`config.mk`:
```
export PLATFORM = sky130hd
export DESIGN_NAME = bus_trace_capture
export DESIGN_NICKNAME = d
export VERILOG_FILES = /design/src/rtl/trc_pkg.sv /design/src/rtl/trc_pend_fifo.sv /design/src/rtl/trc_trigger.sv /design/src/rtl/trc_ram.sv /design/src/rtl/bus_trace_capture.sv
export SDC_FILE = /design/constraint.sdc
export NUM_CORES = 2
export LEC_CHECK = 0
export ABC_CLOCK_PERIOD_IN_PS = 2900
export BUFFER_PORTS_ARGS = -buffer_cell sky130_fd_sc_hd__buf_2
export CORE_UTILIZATION = 43
export CTS_CLUSTER_SIZE = 10
export DETAILED_ROUTE_END_ITERATION = 6
export GPL_TIMING_DRIVEN = 0
export PLACE_DENSITY_LB_ADDON = 0.12
export SLEW_MARGIN = 10
export SYNTH_ARGS = -nofsm -noshare
export SYNTH_HDL_FRONTEND = slang
export SYNTH_HIERARCHICAL = 1
export SYNTH_SLANG_ARGS = --single-unit
```
`constraint.sdc`:
```
create_clock -name clk -period 2.9 [get_ports clk]
set_clock_uncertainty 0.2 [all_clocks]
set_input_delay 0.29 -clock clk [delete_from_list [all_inputs] [get_ports clk]]
set_output_delay 0.29 -clock clk [all_outputs]
set_load 0.005 [all_outputs]
```
`src/rtl/trc_pkg.sv`:
```
package trc_pkg;
  typedef enum logic [1:0] {
    ST_STOP = 2'd0,
    ST_ARM  = 2'd1,
    ST_POST = 2'd2
  } cap_state_e;

  localparam logic [2:0] CMD_IDLE  = 3'd0;
  localparam logic [2:0] CMD_WRITE = 3'd1;
  localparam int         TS_W      = 16;
endpackage

```
`src/rtl/trc_pend_fifo.sv`:
```
module trc_pend_fifo #(
  parameter int W     = 35,
  parameter int DEPTH = 4,
  localparam int IW   = $clog2(DEPTH)
) (
  input  logic         clk,
  input  logic         rst_n,
  input  logic         push,
  input  logic [W-1:0] pdata,
  input  logic         pop,
  output logic [W-1:0] head,
  output logic         empty,
  output logic         full
);
  logic [W-1:0] mem_q [DEPTH];
  logic [IW-1:0] rp_q, rp_d, wp_q, wp_d;
  logic [IW:0]   cnt_q, cnt_d;
  logic          do_push, do_pop;

  assign full    = (cnt_q == (IW+1)'(DEPTH));
  assign empty   = (cnt_q == '0);
  assign do_push = push && !full;
  assign do_pop  = pop && !empty;
  assign head    = mem_q[rp_q];

  always_comb begin
    rp_d  = rp_q;
    wp_d  = wp_q;
    cnt_d = cnt_q;
    if (do_push) wp_d = wp_q + 1'b1;
    if (do_pop)  rp_d = rp_q + 1'b1;
    case ({do_push, do_pop})
      2'b10:   cnt_d = cnt_q + 1'b1;
      2'b01:   cnt_d = cnt_q - 1'b1;
      default: cnt_d = cnt_q;
    endcase
  end

  always_ff @(posedge clk or negedge rst_n) begin
    if (!rst_n) begin
      rp_q  <= '0;
      wp_q  <= '0;
      cnt_q <= '0;
    end else begin
      rp_q  <= rp_d;
      wp_q  <= wp_d;
      cnt_q <= cnt_d;
    end
  end

  always_ff @(posedge clk) begin
    if (do_push) mem_q[wp_q] <= pdata;
  end

  // the master never has more than DEPTH requests waiting
  p_no_overflow_r3: assert property (@(posedge clk) disable iff (!rst_n)
    !(push && full && !pop));
  p_count_bound_r3: assert property (@(posedge clk) disable iff (!rst_n)
    cnt_q <= (IW+1)'(DEPTH));
endmodule

```
`src/rtl/trc_trigger.sv`:
```
module trc_trigger
  import trc_pkg::*;
#(
  parameter int AW = 16,
  parameter int CW = 8
) (
  input  logic          clk,
  input  logic          rst_n,
  input  logic          start_req,
  input  logic          req_fire,
  input  logic [2:0]    req_cmd,
  input  logic [AW-1:0] req_addr,
  input  logic [AW-1:0] match_addr,
  input  logic [AW-1:0] match_mask,
  input  logic [2:0]    match_cmd,
  input  logic          xtrig_stop,
  input  logic          wr_any,
  input  logic [CW-1:0] post_count,
  output cap_state_e    st,
  output logic          clear
);
  cap_state_e    st_q, st_d;
  logic [CW-1:0] pc_q, pc_d;
  logic          local_hit, hit;

  assign local_hit = req_fire && (((req_addr ^ match_addr) & match_mask) == '0)
                     && (req_cmd == match_cmd);
  assign hit = xtrig_stop || local_hit;
  assign st  = st_q;

  always_comb begin
    st_d  = st_q;
    pc_d  = pc_q;
    clear = 1'b0;
    case (st_q)
      ST_STOP: if (start_req) begin
        st_d  = ST_ARM;
        clear = 1'b1;
      end
      ST_ARM: if (hit) begin
        pc_d = '0;
        st_d = (post_count == '0) ? ST_STOP : ST_POST;
      end
      ST_POST: if (wr_any) begin
        if ({1'b0, pc_q} + 1'b1 == {1'b0, post_count}) st_d = ST_STOP;
        else pc_d = pc_q + 1'b1;
      end
      default: st_d = ST_STOP;
    endcase
  end

  always_ff @(posedge clk or negedge rst_n) begin
    if (!rst_n) begin
      st_q <= ST_STOP;
      pc_q <= '0;
    end else begin
      st_q <= st_d;
      pc_q <= pc_d;
    end
  end

  // the post-trigger phase is only entered from the armed phase
  p_post_from_arm_r9: assert property (@(posedge clk) disable iff (!rst_n)
    $rose(st_q == ST_POST) |-> $past(st_q) == ST_ARM);
  // a start only takes effect from the stopped state
  p_start_arms_r2: assert property (@(posedge clk) disable iff (!rst_n)
    (st_q == ST_STOP && start_req) |=> st_q == ST_ARM);
endmodule

```
`src/rtl/trc_ram.sv`:
```
module trc_ram #(
  parameter int RW    = 55,
  parameter int DEPTH = 16,
  localparam int PW   = $clog2(DEPTH)
) (
  input  logic          clk,
  input  logic          rst_n,
  input  logic          clear,
  input  logic          we,
  input  logic [RW-1:0] wdata,
  input  logic          rd_en,
  input  logic [PW-1:0] rd_addr,
  output logic [RW-1:0] rd_data,
  output logic [PW-1:0] wr_ptr,
  output logic          wrapped
);
  logic [RW-1:0] mem_q [DEPTH];
  logic [PW-1:0] ptr_q, ptr_d;
  logic          wrap_q, wrap_d;
  logic [RW-1:0] rd_q, rd_d;

  assign wr_ptr  = ptr_q;
  assign wrapped = wrap_q;
  assign rd_data = rd_q;

  always_comb begin
    ptr_d  = ptr_q;
    wrap_d = wrap_q;
    rd_d   = rd_en ? mem_q[rd_addr] : rd_q;
    if (clear) begin
      ptr_d  = '0;
      wrap_d = 1'b0;
    end else if (we) begin
      ptr_d = ptr_q + 1'b1;
      if (ptr_q == PW'(DEPTH - 1)) wrap_d = 1'b1;
    end
  end

  always_ff @(posedge clk or negedge rst_n) begin
    if (!rst_n) begin
      ptr_q  <= '0;
      wrap_q <= 1'b0;
      rd_q   <= '0;
      for (int i = 0; i < DEPTH; i++) mem_q[i] <= '0;
    end else begin
      ptr_q  <= ptr_d;
      wrap_q <= wrap_d;
      rd_q   <= rd_d;
      if (we) mem_q[ptr_q] <= wdata;
    end
  end

  p_ptr_step_r5: assert property (@(posedge clk) disable iff (!rst_n)
    (we && !clear) |=> wr_ptr == $past(wr_ptr) + 1'b1);
  p_wrap_sticky_r10: assert property (@(posedge clk) disable iff (!rst_n)
    (wrapped && !clear) |=> wrapped);
  p_rd_hold_r11: assert property (@(posedge clk) disable iff (!rst_n)
    !rd_en |=> $stable(rd_data));
  p_excl_r2: assert property (@(posedge clk) disable iff (!rst_n)
    !(we && clear));
endmodule

```
`src/rtl/bus_trace_capture.sv`:
```
module bus_trace_capture
  import trc_pkg::*;
#(
  parameter int NSOCK = 4,
  parameter int AW    = 16,
  parameter int DW    = 16,
  parameter int DEPTH = 16,
  parameter int PEND  = 4,
  parameter int CW    = 8,
  localparam int SW   = $clog2(NSOCK),
  localparam int PW   = $clog2(DEPTH),
  localparam int RW   = TS_W + SW + 3 + AW + DW + 2
) (
  input  logic               clk,
  input  logic               rst_n,
  input  logic [NSOCK*3-1:0] sock_cmd,
  input  logic [NSOCK*AW-1:0] sock_addr,
  input  logic [NSOCK*DW-1:0] sock_wdata,
  input  logic [NSOCK-1:0]   sock_accept,
  input  logic [NSOCK-1:0]   sock_rvalid,
  input  logic [NSOCK*2-1:0] sock_resp,
  input  logic [NSOCK*DW-1:0] sock_rdata,
  input  logic [SW-1:0]      src_sel,
  input  logic               host_arm,
  input  logic               xtrig_start,
  input  logic               xtrig_stop,
  input  logic [AW-1:0]      match_addr,
  input  logic [AW-1:0]      match_mask,
  input  logic [2:0]         match_cmd,
  input  logic [CW-1:0]      post_count,
  input  logic [PW-1:0]      rd_addr,
  output logic [RW-1:0]      rd_data,
  output logic [PW-1:0]      wr_ptr,
  output logic               wrapped,
  output logic               busy,
  output logic               triggered
);
  localparam int QW = 3 + AW + DW;

  logic [2:0]    cmd_a   [NSOCK];
  logic [AW-1:0] addr_a  [NSOCK];
  logic [DW-1:0] wd_a    [NSOCK];
  logic [DW-1:0] rd_a    [NSOCK];
  logic [1:0]    resp_a  [NSOCK];

  for (genvar g = 0; g < NSOCK; g++) begin : g_unpack
    assign cmd_a[g]  = sock_cmd[g*3 +: 3];
    assign addr_a[g] = sock_addr[g*AW +: AW];
    assign wd_a[g]   = sock_wdata[g*DW +: DW];
    assign rd_a[g]   = sock_rdata[g*DW +: DW];
    assign resp_a[g] = sock_resp[g*2 +: 2];
  end

  logic [2:0]    s_cmd;
  logic [AW-1:0] s_addr;
  logic [DW-1:0] s_wdata, s_rdata;
  logic [1:0]    s_resp;
  logic          s_accept, s_rvalid;

  assign s_cmd    = cmd_a[src_sel];
  assign s_addr   = addr_a[src_sel];
  assign s_wdata  = wd_a[src_sel];
  assign s_rdata  = rd_a[src_sel];
  assign s_resp   = resp_a[src_sel];
  assign s_accept = sock_accept[src_sel];
  assign s_rvalid = sock_rvalid[src_sel];

  // timestamp
  logic [TS_W-1:0] ts_q, ts_d;
  assign ts_d = ts_q + 1'b1;
  always_ff @(posedge clk or negedge rst_n) begin
    if (!rst_n) ts_q <= '0;
    else        ts_q <= ts_d;
  end

  // pending request queue
  logic          req_fire;
  logic [QW-1:0] q_head;
  logic          q_empty, q_full;

  assign req_fire = (s_cmd != CMD_IDLE) && s_accept;

  trc_pend_fifo #(.W(QW), .DEPTH(PEND)) u_pend (
    .clk   (clk),
    .rst_n (rst_n),
    .push  (req_fire),
    .pdata ({s_cmd, s_addr, s_wdata}),
    .pop   (s_rvalid),
    .head  (q_head),
    .empty (q_empty),
    .full  (q_full)
  );

  // capture control
  cap_state_e st;
  logic       clear, ram_we, rec_we, mark_we, capturing;

  assign capturing = (st != ST_STOP);
  assign rec_we    = capturing && s_rvalid && !q_empty;
  assign mark_we   = capturing && (ts_q == '1) && !rec_we;
  assign ram_we    = rec_we || mark_we;

  trc_trigger #(.AW(AW), .CW(CW)) u_trig (
    .clk        (clk),
    .rst_n      (rst_n),
    .start_req  (host_arm || xtrig_start),
    .req_fire   (req_fire),
    .req_cmd    (s_cmd),
    .req_addr   (s_addr),
    .match_addr (match_addr),
    .match_mask (match_mask),
    .match_cmd  (match_cmd),
    .xtrig_stop (xtrig_stop),
    .wr_any     (ram_we),
    .post_count (post_count),
    .st         (st),
    .clear      (clear)
  );

  // record assembly
  logic [2:0]    h_cmd;
  logic [AW-1:0] h_addr;
  logic [DW-1:0] h_wdata, rec_dat;
  logic [RW-1:0] rec;

  assign {h_cmd, h_addr, h_wdata} = q_head;
  assign rec_dat = (h_cmd == CMD_WRITE) ? h_wdata : s_rdata;

  always_comb begin
    if (rec_we) rec = {ts_q, src_sel, h_cmd, h_addr, rec_dat, s_resp};
    else        rec = {ts_q, src_sel, CMD_IDLE, {AW{1'b0}}, {DW{1'b0}}, 2'b00};
  end

  trc_ram #(.RW(RW), .DEPTH(DEPTH)) u_ram (
    .clk     (clk),
    .rst_n   (rst_n),
    .clear   (clear),
    .we      (ram_we),
    .wdata   (rec),
    .rd_en   (st == ST_STOP),
    .rd_addr (rd_addr),
    .rd_data (rd_data),
    .wr_ptr  (wr_ptr),
    .wrapped (wrapped)
  );

  assign busy      = capturing;
  assign triggered = (st == ST_POST);

  p_ts_step_r6: assert property (@(posedge clk) disable iff (!rst_n)
    1'b1 |=> ts_q == $past(ts_q) + 1'b1);
  p_idle_nowrite_r5: assert property (@(posedge clk) disable iff (!rst_n)
    (!s_rvalid && ts_q != '1) |-> !ram_we);
  p_stop_quiet_r5: assert property (@(posedge clk) disable iff (!rst_n)
    !busy |=> $stable(wr_ptr) || $past(host_arm || xtrig_start));
endmodule

```
Word level (Yosys, flattened, before mapping) --
Memory sizes are Yosys's and may differ from the RTL's. Index checks and enable logic that the tools add are counted.
Word-level totals: register bits after elaboration 973, bits in writable memories 140, input port bits 274, output and inout bits 62, word-level logic and storage cells 135, memories kept 1
Operators by class: $add $sub $neg 8, order comparisons 5, eq/ne operators 15, muxes and demuxes 47, bitwise logic cells 5, reductions and logical operators 29
Memories:
- u_pend.mem_q | depth 4, bits a word 35, read ports 1, clocked after memory_dff 0, wr ports 1, line trc_pend_fifo.sv:15 | logic [W-1:0] mem_q [DEPTH];
Operators by type and width (count):
- 880-bit bitwise mux | 1
- 55-bit binary-select mux with 4-bit select | 1
- 55-bit demux with 4-bit select | 1
- 55-bit two-way mux | 3
- 16-bit two-way mux | 7
- 16-bit binary-select mux with 2-bit select | 3
- 37-bit two-way mux | 1
- 8-bit two-way mux | 3
- 16-bit by 1-bit adder with 16-bit output, second input constant | 1
- 16-bit AND | 1
- 16-bit == test, second input constant | 1
- 16-bit logical NOT | 1
- 8-bit case mux with 2 select lines | 1
- 16-bit XOR | 1
- 2-bit two-way mux | 7
- 5-bit greater-or-equal comparator, second input constant | 2
- 1-bit logical AND | 10
- 4-bit NOT with 5-bit output | 2
- 2-bit nonzero test | 5
- 8-bit by 1-bit adder with 9-bit output, second input constant | 1
- 9-bit by 8-bit == test with 1-bit output | 1
- 1-bit two-way mux | 9
- 8-bit by 1-bit adder with 8-bit output, second input constant | 1
- 8-bit logical NOT | 1
- 30 further kinds | 44

Logic depth before layout (Yosys ltp) --
depth in word-level cells 12, mapped depth 12, mapped depth without buffers 11

Cells and area by module --
Netlist, hierarchy kept.
Modules (own cells, without submodules):
- trc_ram | times used 1, cells each 2530, area an instance 42164.2 um^2, seq. area each 23522.6 um^2
- trc_pend_fifo | times used 1, cells each 220, area an instance 5531.6 um^2, seq. area each 4379.2 um^2
- bus_trace_capture | times used 1, cells each 207, area an instance 2448.6 um^2, seq. area each 400.4 um^2
- trc_trigger | times used 1, cells each 144, area an instance 1157.4 um^2, seq. area each 250.2 um^2

Worst setup path after synthesis --
Ideal clock, no wire load.
path kind input to register, start input port src_sel[0], end register u_trig.pc_q[5], library setup time 0.120 ns, arrival time 2.810 ns, data required time 2.580 ns, path slack -0.230 ns, stages on the path 11, path buffers 3, path through buf_6 buf_6 buf_4 mux4_2 xor2_1 a22oi_1 nand2_1 o41ai_2 a21o_1 a31oi_1 a31o_2
On the way: longest elaborated chain between the ends 12, elaborated cells on any way between the ends 28, those cells by class 3 x eq/ne; 10 x mux; 3 x bitwise; 12 x reduce/logical
Ends and longest elaborated chain:
- from (decl) | line bus_trace_capture.sv:23 | input logic [SW-1:0] src_sel,
- 2-bit NOT with 3-bit output (not written as such) | line bus_trace_capture.sv:61 | assign s_addr = addr_a[src_sel];
- 16-bit binary-select mux with 2-bit select | line bus_trace_capture.sv:61
- 16-bit two-way mux (not written as such) (2 in series) | line bus_trace_capture.sv:61
- named net s_addr[2] | line bus_trace_capture.sv:55 | logic [AW-1:0] s_addr;
- 16-bit XOR | line trc_trigger.sv:26 | assign local_hit = req_fire && (((req_addr ^ match_addr) & match_mask) == '0)
- 16-bit AND | line trc_trigger.sv:26
- 16-bit logical NOT | line trc_trigger.sv:26
- 1-bit logical AND | line trc_trigger.sv:26
- 1-bit logical AND | line trc_trigger.sv:27 | && (req_cmd == match_cmd);
- 1-bit logical OR | line trc_trigger.sv:28 | assign hit = xtrig_stop || local_hit;
- 2-bit by 1-bit inequality test with 1-bit output (no line)
- 4-bit AND reduction (no line)
- to (signal assigned) | line trc_trigger.sv:58 | pc_q <= pc_d;
- to (decl) | line trc_trigger.sv:23 | logic [CW-1:0] pc_q, pc_d;
The timed path passes the listed nets, and every way through them passes these cells. The select of a mux whose other input is x is not followed. A chain may end at the register's enable or synchronous reset.

Worst setup path after layout --
start register ts_q[0], end register u_ram/mem_q[724] in the netlist's numbering
On the way: longest elaborated chain between the ends 4
Ends and longest elaborated chain:
- from (decl) | line bus_trace_capture.sv:69 | logic [TS_W-1:0] ts_q, ts_d;
- from (signal assigned) | line bus_trace_capture.sv:73 | else ts_q <= ts_d;
- 16-bit == test | line bus_trace_capture.sv:100 | assign mark_we = capturing && (ts_q == '1) && !rec_we;
- 1-bit logical AND (2 in series) | line bus_trace_capture.sv:100
- 1-bit logical OR | line bus_trace_capture.sv:101 | assign ram_we = rec_we || mark_we;
- named net ram_we | line bus_trace_capture.sv:96 | logic clear, ram_we, rec_we, mark_we, capturing;
- to (signal, indexed assignment) | line trc_ram.sv:49 | if (we) mem_q[ptr_q] <= wdata;
- to (decl) | line trc_ram.sv:17 | logic [RW-1:0] mem_q [DEPTH];
The timed path passes the listed nets, and every way through them passes these cells.

==> flow_summary.ini <==
[worst_setup_path]
worstPathCellList = ha_4, and4_4, nand2_4, o21ai_4, buf_6, nor2b_4, and3b_2, buf_12, buf_12, mux2_2
crit_path_max_incr_delay_ns = 0.43
worstPathArrival_ns = 3.33
critPathLaunchType = flop
path_class = flop to flop
end_kind = flop
critical_path.top_delay_family = simple AND/OR/NAND/NOR gates
reg2regPathDepth = 10
path_buf_inv = 3
crit_top_cell = buf_12
r2r_start = ts_q[0]
rrSetupSlack_ns = -0.02
rr_endpoint = u_ram/mem_q[724]
required_ns = 3.31
worst-path-max-fanout = 6
critPathSlowestCell = dfrtp_2

[global_route]
antenna_found_initial = 2
grt_max_degree = 162
grt_remaining_overflow = 0
grt_pass1_vias = 34145
grt_pass1_wl_um = 226000
track_usage_pct = 25.6

[die]
die_area_um2 = 121000
die_y_um = 347
io_pins = 336
num_rows = 126
fp.coreArea_um2 = 118000
start_util_pct = 43.4
die_x_um = 347

[power]
peakVddDrop_mv = 0.523
power_density_nw_per_um2 = 757
power.leakage_nw = 28.9

[synthesis]
synth_fp_nets = 3387
postSynth.asyncResetShare_pct = 87.4
ys_seq_area_share_pct = 55.7
synth_commonest_cells = dfrtp_1, mux2_2, mux4_2
syn_area_per_cell_um2 = 16.5
synth_area_leaders = dfrtp_1, mux2_2, mux4_2
yosysTopAreaCell = dfrtp_1
synth_warnings = 6
synth_edf_count = 140
netlist_area_um2 = 51300
yosysUniqueCellTypes = 73
ys.flop_type = dfrtp_1
synthCells = 3101
ys_ff_latch = 1113
synth.top_cell.area_share_pct = 47.5
synth.most_common_cell = dfrtp_1

[place]
portBuffers = 333
globalplace.congestion = 0.984
dp.cells = 4981
dp_hpwl_um = 100000
dp_slack_ns = -1.72

[timing]
fmax_mhz = 343
worst_pin_slew_ns = 1.20
fin_tns_setup_ns = -0.105
rsz0062_at_grt = yes
period_needed_ns = 2.92
setup_viol = 17
relSlewSlack_pct = 19.7
period_share_pct = 101
slew_violations = 0
setup_slack_ns = -0.0171
finalHoldViolations = 8
whs_ns = -0.0140

[cts]
clk_latency_ns = 0.75
cts_num_sinks = 1113
cts_tree = done
clk_pin_slew_ns = 0.06
cts-root-buf = clkbuf_16
cts_buffer_depth = 3
cts_max_level = 4
cts_buffers = 133

[route]
wl_per_cell_um = 28.9
wl_um = 155000
drcViolationCount = 0
first_pass_iters = 5
drt_iter0_drc = 1891
via_per_inst = 5.82
vias = 31168
final_antenna_net_count = 0

[layout]
syn_to_final_growth_pct = 20.6
fin_nets = 4040
diodes = 0
utilization_pct = 52.3
final_cell_count_no_fill = 5351
drive_gt1_share_pct = 53.7

[status]
status = complete, but fails checks
violations = hold timing, setup timing

[job]
drv_cap = 0

[min_path]
hp-class = input pin to asynchronous set/reset pin
[per-stage QoR]
step	power [W]	cell area (um^2)
after floorplan	0.0260	51400
after global placement	0.0301	55000
after detailed placement	0.0306	55300
after CTS	0.0470	61200
after global routing	0.0488	61900
final	0.0468	61900
[worst reg2reg max path, cell delays in order, from the launching register on]
cell and delay, ns:
dfrtp_2 0.43, ha_4 0.15, and4_4 0.30, nand2_4 0.09, o21ai_4 0.23, buf_6 0.16, nor2b_4 0.18, and3b_2 0.33
buf_12 0.21, buf_12 0.16, mux2_2 0.34
[state kept, by name, summed over array words and instances (netlist names)]
signal,cells
u_pend/mem_q,140
ts_q,16
u_pend/wp_q,2
u_pend/rp_q,2
u_ram/wrapped,1
u_ram/wr_ptr,4
u_pend/cnt_q,3
u_ram/rd_data,55
u_trig/pc_q,8
u_ram/mem_q,880
u_trig/st,2
[report_power, final]
| part | internal [W] | total (W) | switching, W | leakage [nW] |
|---|---|---|---|---|
| clock | 0.00894 | 0.0152 | 0.00630 | 1.89 |
| sequential | 0.0181 | 0.0193 | 0.00120 | 14.6 |
| combinational | 0.00554 | 0.0123 | 0.00671 | 12.4 |
| total | 0.0326 | 0.0468 | 0.0142 | 28.9 |
[routing by layer]
layer  GRT usage, %  part of all wire [%]  vias to the layer above
met5              0                 0.019                        -
met4           7.87                   2.8                        4
met3           4.60                   5.3                      242
met2           44.5                    51                      991
met1           32.5                    41                    16811
li1               -                     -                    13120
[kinds of logic after synthesis]
| family | synth area share (%) |
|---|---|
| multiplexers | 34.2 |
| flip-flops | 55.7 |
| buffers and inverters | 3.90 |
| AND/OR/NAND/NOR | 2.36 |
| AO/OA/AOI/OAI | 2.77 |
| XOR/XNOR | 0.837 |
| adder cells (fa/ha/maj) | 0.307 |
[area by class of cell]
cell class	instances	area, um^2
buffer	261	2390
sequential	1113	28600
timing repair buffer	521	3860
multi-input combinational	1707	21200
inverter	17	63.8
clock buffer	186	3770
clock inverter	10	118
tap	1536	1920
fill	9675	56300
[how the worst max path moves through the flow]
stage                          start               end  slack (ns)  depth (start not counted)
after floorplan           src_sel[0]    u_trig/pc_q[5]       -0.02                         11
after global placement         rst_n      u_trig/st[0]      -18.52                          1
after detailed placement  src_sel[1]    u_trig/pc_q[0]       -1.72                         11
after CTS                    ts_q[0]  u_ram/mem_q[354]       -0.01                         10
after global routing         ts_q[0]  u_ram/mem_q[727]       -0.03                         10
final                        ts_q[0]  u_ram/mem_q[724]       -0.02                         10
[placed cells by master, fill, tap and decap left out, types with 56 or more instances in the layout]
cell type,Yosys,routed
buf_2,55,354
o22ai_1,56,56
buf_6,69,76
clkbuf_1,93,105
nor2_1,73,70
mux2i_1,58,58
buf_4,29,115
mux2_2,841,825
edfxtp_1,140,140
clkbuf_16,0,152
mux4_2,299,300
dfrtp_1,973,958
dlygate4sd3_1,0,79
[repair_timing]
| action | in CTS | in global routing |
|---|---|---|
| gates resized for setup | 200 | 52 |
| hold buffers | 77 | 4 |
| setup buffers | 64 | 21 |
| endpoints found under the setup margin | 951 | 677 |
| hold endpoints to repair | 450 | 41 |
| cloned | 0 | 12 |
| pin swaps | 18 | 11 |
No activity file was read; power rests on OpenSTA's default activity.
